$ cat config.mk
export PLATFORM = sky130hd
export DESIGN_NAME = tog_ram
export DESIGN_NICKNAME = d
export VERILOG_FILES = /design/src/rtl/tog_ram_pkg.sv /design/src/rtl/tog_rst_sync.sv /design/src/rtl/tog_ram_issue.sv /design/src/rtl/tog_ram_array.sv /design/src/rtl/tog_ram.sv
export SDC_FILE = /design/constraint.sdc
export NUM_CORES = 1
export LEC_CHECK = 0
export BUFFER_PORTS_ARGS = -buffer_cell sky130_fd_sc_hd__buf_2
export CORE_AREA = 4 4 247 249
export CTS_CLUSTER_DIAMETER = 30
export DETAILED_ROUTE_END_ITERATION = 8
export DIE_AREA = 0 0 251 253
export SLEW_MARGIN = 20
export SYNTH_ARGS = -nofsm -noshare
export SYNTH_HDL_FRONTEND = slang
export SYNTH_HIERARCHICAL = 1
export SYNTH_SLANG_ARGS = --single-unit
$ cat constraint.sdc
create_clock -name clk -period 7.5 [get_ports clk]
set_input_delay 0.75 -clock clk [delete_from_list [all_inputs] [get_ports clk]]
set_output_delay 0.75 -clock clk [all_outputs]
set_load 0.02 [all_outputs]
$ cat src/rtl/tog_ram_pkg.sv
package tog_ram_pkg;

  typedef enum logic {
    OP_LOAD  = 1'b0,
    OP_STORE = 1'b1
  } op_e;

  localparam int RST_SYNC_STAGES = 2;

endpackage

$ cat src/rtl/tog_rst_sync.sv
module tog_rst_sync #(
  parameter int STAGES = 2
) (
  input  logic clk,
  input  logic rst_n,
  output logic rst_sync_n
);

  logic [STAGES-1:0] chain_q;

  generate
    for (genvar g = 0; g < STAGES; g++) begin : g_stage
      if (g == 0) begin : g_first
        always_ff @(posedge clk or negedge rst_n) begin
          if (!rst_n) chain_q[g] <= 1'b0;
          else        chain_q[g] <= 1'b1;
        end
      end else begin : g_rest
        always_ff @(posedge clk or negedge rst_n) begin
          if (!rst_n) chain_q[g] <= 1'b0;
          else        chain_q[g] <= chain_q[g-1];
        end
      end
    end
  endgenerate

  assign rst_sync_n = chain_q[STAGES-1];

endmodule

$ cat src/rtl/tog_ram_issue.sv
module tog_ram_issue
  import tog_ram_pkg::*;
#(
  parameter int DW = 32,
  parameter int AW = 4
) (
  input  logic          clk,
  input  logic          rst_n,
  input  logic          req_i,
  input  op_e           op_i,
  input  logic [AW-1:0] addr_i,
  input  logic [DW-1:0] wdata_i,
  input  logic [DW-1:0] rd_data_i,
  output logic          flag_o,
  output op_e           op_o,
  output logic [AW-1:0] addr_o,
  output logic [DW-1:0] wdata_o,
  output logic          ld_pend_o,
  output logic [DW-1:0] dst_o,
  output logic          dst_vld_o
);

  logic          flag_q,    flag_d;
  op_e           op_q,      op_d;
  logic [AW-1:0] addr_q,    addr_d;
  logic [DW-1:0] wdata_q,   wdata_d;
  logic          ld_pend_q, ld_pend_d;
  logic [DW-1:0] dst_q,     dst_d;
  logic          vld_q,     vld_d;

  always_comb begin
    flag_d    = flag_q;
    op_d      = op_q;
    addr_d    = addr_q;
    wdata_d   = wdata_q;
    dst_d     = dst_q;
    ld_pend_d = req_i && (op_i == OP_LOAD);
    vld_d     = ld_pend_q;
    if (req_i) begin
      flag_d  = ~flag_q;
      op_d    = op_i;
      addr_d  = addr_i;
      wdata_d = wdata_i;
    end
    if (ld_pend_q) begin
      dst_d = rd_data_i;
    end
  end

  always_ff @(posedge clk or negedge rst_n) begin
    if (!rst_n) begin
      flag_q    <= 1'b0;
      op_q      <= OP_LOAD;
      addr_q    <= '0;
      wdata_q   <= '0;
      ld_pend_q <= 1'b0;
      dst_q     <= '0;
      vld_q     <= 1'b0;
    end else begin
      flag_q    <= flag_d;
      op_q      <= op_d;
      addr_q    <= addr_d;
      wdata_q   <= wdata_d;
      ld_pend_q <= ld_pend_d;
      dst_q     <= dst_d;
      vld_q     <= vld_d;
    end
  end

  assign flag_o    = flag_q;
  assign op_o      = op_q;
  assign addr_o    = addr_q;
  assign wdata_o   = wdata_q;
  assign ld_pend_o = ld_pend_q;
  assign dst_o     = dst_q;
  assign dst_vld_o = vld_q;

endmodule

$ cat src/rtl/tog_ram_array.sv
module tog_ram_array
  import tog_ram_pkg::*;
#(
  parameter int DW    = 32,
  parameter int DEPTH = 12,
  parameter int AW    = 4
) (
  input  logic          clk,
  input  logic          rst_n,
  input  logic          flag_i,
  input  op_e           op_i,
  input  logic [AW-1:0] addr_i,
  input  logic [DW-1:0] wdata_i,
  output logic          ack_o,
  output logic [DW-1:0] rdata_o
);

  localparam logic [AW:0] LIMIT = (AW+1)'(DEPTH);

  logic [DW-1:0] mem_q [DEPTH];
  logic          ack_q, ack_d;
  logic [DW-1:0] rd_q,  rd_d;
  logic          active, hit, wr_en;

  always_comb begin
    active = (flag_i != ack_q);
    hit    = ({1'b0, addr_i} < LIMIT);
    wr_en  = active && (op_i == OP_STORE) && hit;
    ack_d  = active ? flag_i : ack_q;
    rd_d   = rd_q;
    if (active && (op_i == OP_LOAD)) begin
      rd_d = hit ? mem_q[addr_i] : '0;
    end
  end

  always_ff @(negedge clk or negedge rst_n) begin
    if (!rst_n) begin
      ack_q <= 1'b0;
      rd_q  <= '0;
    end else begin
      ack_q <= ack_d;
      rd_q  <= rd_d;
    end
  end

  always_ff @(negedge clk) begin
    if (wr_en) begin
      mem_q[addr_i] <= wdata_i;
    end
  end

  assign ack_o   = ack_q;
  assign rdata_o = rd_q;

endmodule

$ cat src/rtl/tog_ram.sv
module tog_ram
  import tog_ram_pkg::*;
#(
  parameter int DW    = 32,
  parameter int DEPTH = 12,
  parameter int AW    = $clog2(DEPTH)
) (
  input  logic          clk,
  input  logic          rst_n,
  input  logic          req_i,
  input  logic          wr_i,
  input  logic [AW-1:0] addr_i,
  input  logic [DW-1:0] wdata_i,
  output logic [DW-1:0] rd_data_o,
  output logic [DW-1:0] dst_o,
  output logic          dst_vld_o
);

  logic          rst_sync_n;
  logic          dp_flag;
  logic          ram_flag;
  op_e           acc_op;
  logic [AW-1:0] acc_addr;
  logic [DW-1:0] acc_wdata;
  logic          ld_pend;
  logic [DW-1:0] rd_q;

  tog_rst_sync #(
    .STAGES(RST_SYNC_STAGES)
  ) u_rst_sync (
    .clk       (clk),
    .rst_n     (rst_n),
    .rst_sync_n(rst_sync_n)
  );

  tog_ram_issue #(
    .DW(DW),
    .AW(AW)
  ) u_issue (
    .clk      (clk),
    .rst_n    (rst_sync_n),
    .req_i    (req_i),
    .op_i     (op_e'(wr_i)),
    .addr_i   (addr_i),
    .wdata_i  (wdata_i),
    .rd_data_i(rd_q),
    .flag_o   (dp_flag),
    .op_o     (acc_op),
    .addr_o   (acc_addr),
    .wdata_o  (acc_wdata),
    .ld_pend_o(ld_pend),
    .dst_o    (dst_o),
    .dst_vld_o(dst_vld_o)
  );

  tog_ram_array #(
    .DW   (DW),
    .DEPTH(DEPTH),
    .AW   (AW)
  ) u_array (
    .clk    (clk),
    .rst_n  (rst_sync_n),
    .flag_i (dp_flag),
    .op_i   (acc_op),
    .addr_i (acc_addr),
    .wdata_i(acc_wdata),
    .ack_o  (ram_flag),
    .rdata_o(rd_q)
  );

  assign rd_data_o = rd_q;

endmodule

==> reports/summary.txt <==
==============================================================================
Simple-gate portion of the synthesized area .....................       1.264%
Pin count of the biggest net entering global routing ............           75
Syn nets ........................................................          901
Post-synthesis cell type with the largest combined area ......... sky130_fd_sc_hd__edfxtp_1
Post-synthesis sequential element count .........................          491
Slew at the pin with the worst max-slew slack ...................      1083 ps
Startpoint kind of the worst setup timing path ..................         flop
Required arrival time at the worst endpoint .....................      4200 ps
Ports ...........................................................          105
Floorplan die width .............................................       251 um
Wire length of the first global-routing pass ....................     68150 um
Final Total Pwr .................................................     10.20 mW
Post-DP HPWL ....................................................     23320 um
Static leakage ..................................................     10.46 nW
Final global-route overflow total ...............................            0
DR pass1 iterations .............................................            5
Initial antenna violation count .................................            0
Classification of the worst setup path ..........................      reg2reg
Fin Clk Skew ....................................................     71.26 ps
Synth unique cells ..............................................           24
Core Box Area ...................................................    58690 um2
Outcome .........................................................    completed
Routed wirelength normalized by instance count ..................     19.23 um
Share of the synthesized area in compound gates (AO/OA/AOI/OAI) .       2.582%
Post-detailed-route DRC marker count ............................            0
Most instantiated library cell after synthesis .................. sky130_fd_sc_hd__edfxtp_1
Final estimated routing congestion in global placement ..........       0.6956
Endpoint arrival time on the critical path ......................      3080 ps
Power per cell area ............................................. 403.4 nW/um2
Most used DFF post-synth ........................................ sky130_fd_sc_hd__edfxtp_1
Cell area after synthesis .......................................    18610 um2
Setup ws final ..................................................      1116 ps
Final TNS setup .................................................         0 ps
NumNets Final ...................................................         1472
Post-Synth Adder-Cell Area ......................................           0%
Post-CTS Setup Inserts ..........................................            0
Via count of the first global-routing pass ......................        12070
First-iteration detailed-routing DRC count ......................          678
Antenna Nets Post-Route .........................................            0
FFs w/ async S/R, synth .........................................       21.79%
Worst Hold Class ................................................    reg2async
Cell at the slowest stage of the critical path .................. sky130_fd_sc_hd__dfrtp_4
Standard-cell rows ..............................................           89
Number of gates resized after CTS ...............................            0
CP peak stage delay .............................................       760 ps
Clock buffer count from CTS .....................................          101
Height of the die ...............................................       253 um
Number of input and output port buffers inserted ................          104
Global-route total usage across every layer .....................       14.07%
Number of vias per cell .........................................        4.651
Share of synthesized area spent on multiplexers .................       17.76%
# setup viols final .............................................            0
Final WL ........................................................     44120 um
Critical path fanouts, max ......................................           74
Total number of vias ............................................        10670
Clock net sink count ............................................          491
Layout cells sized above 1 ......................................       32.74%
Endpoint class of the critical path .............................         flop
Xor/xnor share of the synthesized area ..........................     0.09415%
Final hold violation count ......................................            0
CTS tree ........................................................        built
CTS clk-pin slew, worst paths ...................................        60 ps
Buffer depth of the longest clock path ..........................            3
Number of levels in the clock H-tree ............................            3
Hold buffer count at cts ........................................            1
Diode insertion count for antenna repair ........................            0
Cell count after synthesis ......................................          861
Setup slack after placement .....................................      1131 ps
Share of the synthesized area in the top cell type ..............       61.98%
Number of slew-limit violations in the final report .............            0
Synthesized area per cell .......................................    21.61 um2
Die ar. .........................................................    63500 um2
Hold Worst Slack ................................................     187.1 ps
Number of warnings issued by yosys ..............................            6
# Max-Cap Violations ............................................            0
FF/Latch Area ...................................................    14230 um2
Total area of multi-input combinational cells ...................     4149 um2
Sequential share of the synthesized area ........................       76.37%
Effective utilization at floorplan ..............................       31.70%
Critical path cell sequence ..................................... buf_12, mux4_2, mux2i_1, o211ai_1, o21a_1
Growth of design area from synthesis to finish ..................       35.93%
Clk_lat worst skew ..............................................       660 ps
Filler Cells Inserted ...........................................         5161
Peak VDD IR .....................................................     272.8 uV
Commonest cells in the netlist .................................. sky130_fd_sc_hd__edfxtp_1, sky130_fd_sc_hd__mux4_2, sky130_fd_sc_hd__dfrtp_1
Dominant combinational cell family by area after synthesis ...... multiplexers
RSZ-0062 raised after global routing ............................           no
Normalized max-slew margin ......................................       27.78%
Ranking of synthesized cells by area ............................ sky130_fd_sc_hd__edfxtp_1, sky130_fd_sc_hd__mux4_2, sky130_fd_sc_hd__dfrtp_1
Cell at the root of the clock tree .............................. sky130_fd_sc_hd__clkbuf_16
Post-synth EDFFs ................................................          384
==============================================================================
[report_power, final]
group | total (mW) | switching (mW) | leakage [nW] | internal, mW
Clock | 5.50 | 2.08 | 3.87 | 3.41
Sequential | 3.55 | 0.257 | 4.69 | 3.29
Combinational | 1.16 | 0.668 | 1.89 | 0.493
[final timing paths]
check	start	to	slack [ps]	cells past startpoint
max	u_issue/addr_o[1]$_DFFE_PN0P_	u_array/rdata_o[19]$_DFFE_NN0P_	1120	5
min	u_rst_sync/rst_sync_n$_DFF_PN0_	u_issue/wdata_o[7]$_DFFE_PN0P_	190	0
max reg2reg	u_issue/addr_o[1]$_DFFE_PN0P_	u_array/rdata_o[19]$_DFFE_NN0P_	1120	5
min reg2reg	u_rst_sync/rst_sync_n$_DFF_PN0_	u_issue/wdata_o[7]$_DFFE_PN0P_	190	0
max in group asynchronous	u_rst_sync/rst_sync_n$_DFF_PN0_	u_array/rdata_o[23]$_DFFE_NN0P_	2650	1
min in group clk	wr_i	u_issue/ld_pend_o$_DFF_PN0_	300	2
[cells in the final DEF (no fill, tap or decap), types with 5 or more instances in the layout]
cell,n
sky130_fd_sc_hd__inv_8,5
sky130_fd_sc_hd__buf_2,104
sky130_fd_sc_hd__edfxtp_1,384
sky130_fd_sc_hd__nand2_1,33
sky130_fd_sc_hd__nor2_4,8
sky130_fd_sc_hd__o21a_1,32
sky130_fd_sc_hd__mux2_2,57
sky130_fd_sc_hd__inv_4,7
sky130_fd_sc_hd__buf_4,25
sky130_fd_sc_hd__inv_1,393
sky130_fd_sc_hd__dfrtp_1,68
sky130_fd_sc_hd__clkbuf_16,109
sky130_fd_sc_hd__mux2_4,12
sky130_fd_sc_hd__clkinv_4,10
sky130_fd_sc_hd__clkinv_2,8
sky130_fd_sc_hd__buf_12,6
sky130_fd_sc_hd__o211ai_1,32
sky130_fd_sc_hd__bufinv_16,13
sky130_fd_sc_hd__mux2i_1,32
sky130_fd_sc_hd__mux4_2,96
sky130_fd_sc_hd__inv_6,14
sky130_fd_sc_hd__dfrtn_1,33
[per-stage QoR]
stage,instance area (um2),util (%),instances
CTS,25290,43.10,2294
global route,25290,43.10,2294
floorplan,18620,-,861
global placement,20170,34.38,1718
detailed placement,20170,34.38,1718
finish,25290,43.10,2294
[layer usage]
metal  vias to the layer above  GRT usage, %  part of all wire (%)  routed length, um
met3                        74         4.797                   6.1               2706
met1                      5544         17.98                    43              19140
met2                       350         22.15                    49              21440
met5                         -             0                     0                  0
met4                         0         5.754                   1.9                833
li1                       4702             -                     -                  -
[flip-flops by register name, summed over array words and instances, names as in the netlist]
signal	flops
u_issue/dst_o	32
u_array/ack_o	1
u_issue/dst_vld_o	1
u_issue/ld_pend_o	1
u_array/mem_q	384
u_rst_sync/rst_sync_n	1
u_issue/addr_o	4
u_issue/wdata_o	32
u_rst_sync/chain_q	1
u_issue/flag_o	1
u_issue/op_o	1
u_array/rdata_o	32
[final cells by class]
class                   instances  share of cell area (%)
multi-input cells             318                   16.41
clock inverters               464                   9.336
well taps                     773                   3.824
flip-flops and latches        491                   56.25
clock buffers                 112                   10.87
repair buffers                136                   3.315
[worst max-delay path, delay by kind of cell, from the launching register on]
family          cells  cell delay, ps
compound gates      2             290
buf+inv             1             540
flops               1             760
mux                 2             810
[cells by family after synthesis]
kind of cell | count (synthesis)
mux | 197
compound gates | 64
buf+inv | 52
other cells | 1
simple gates | 54
xor+xnor | 2
flops | 491
Power figures use the tool's default switching activity.
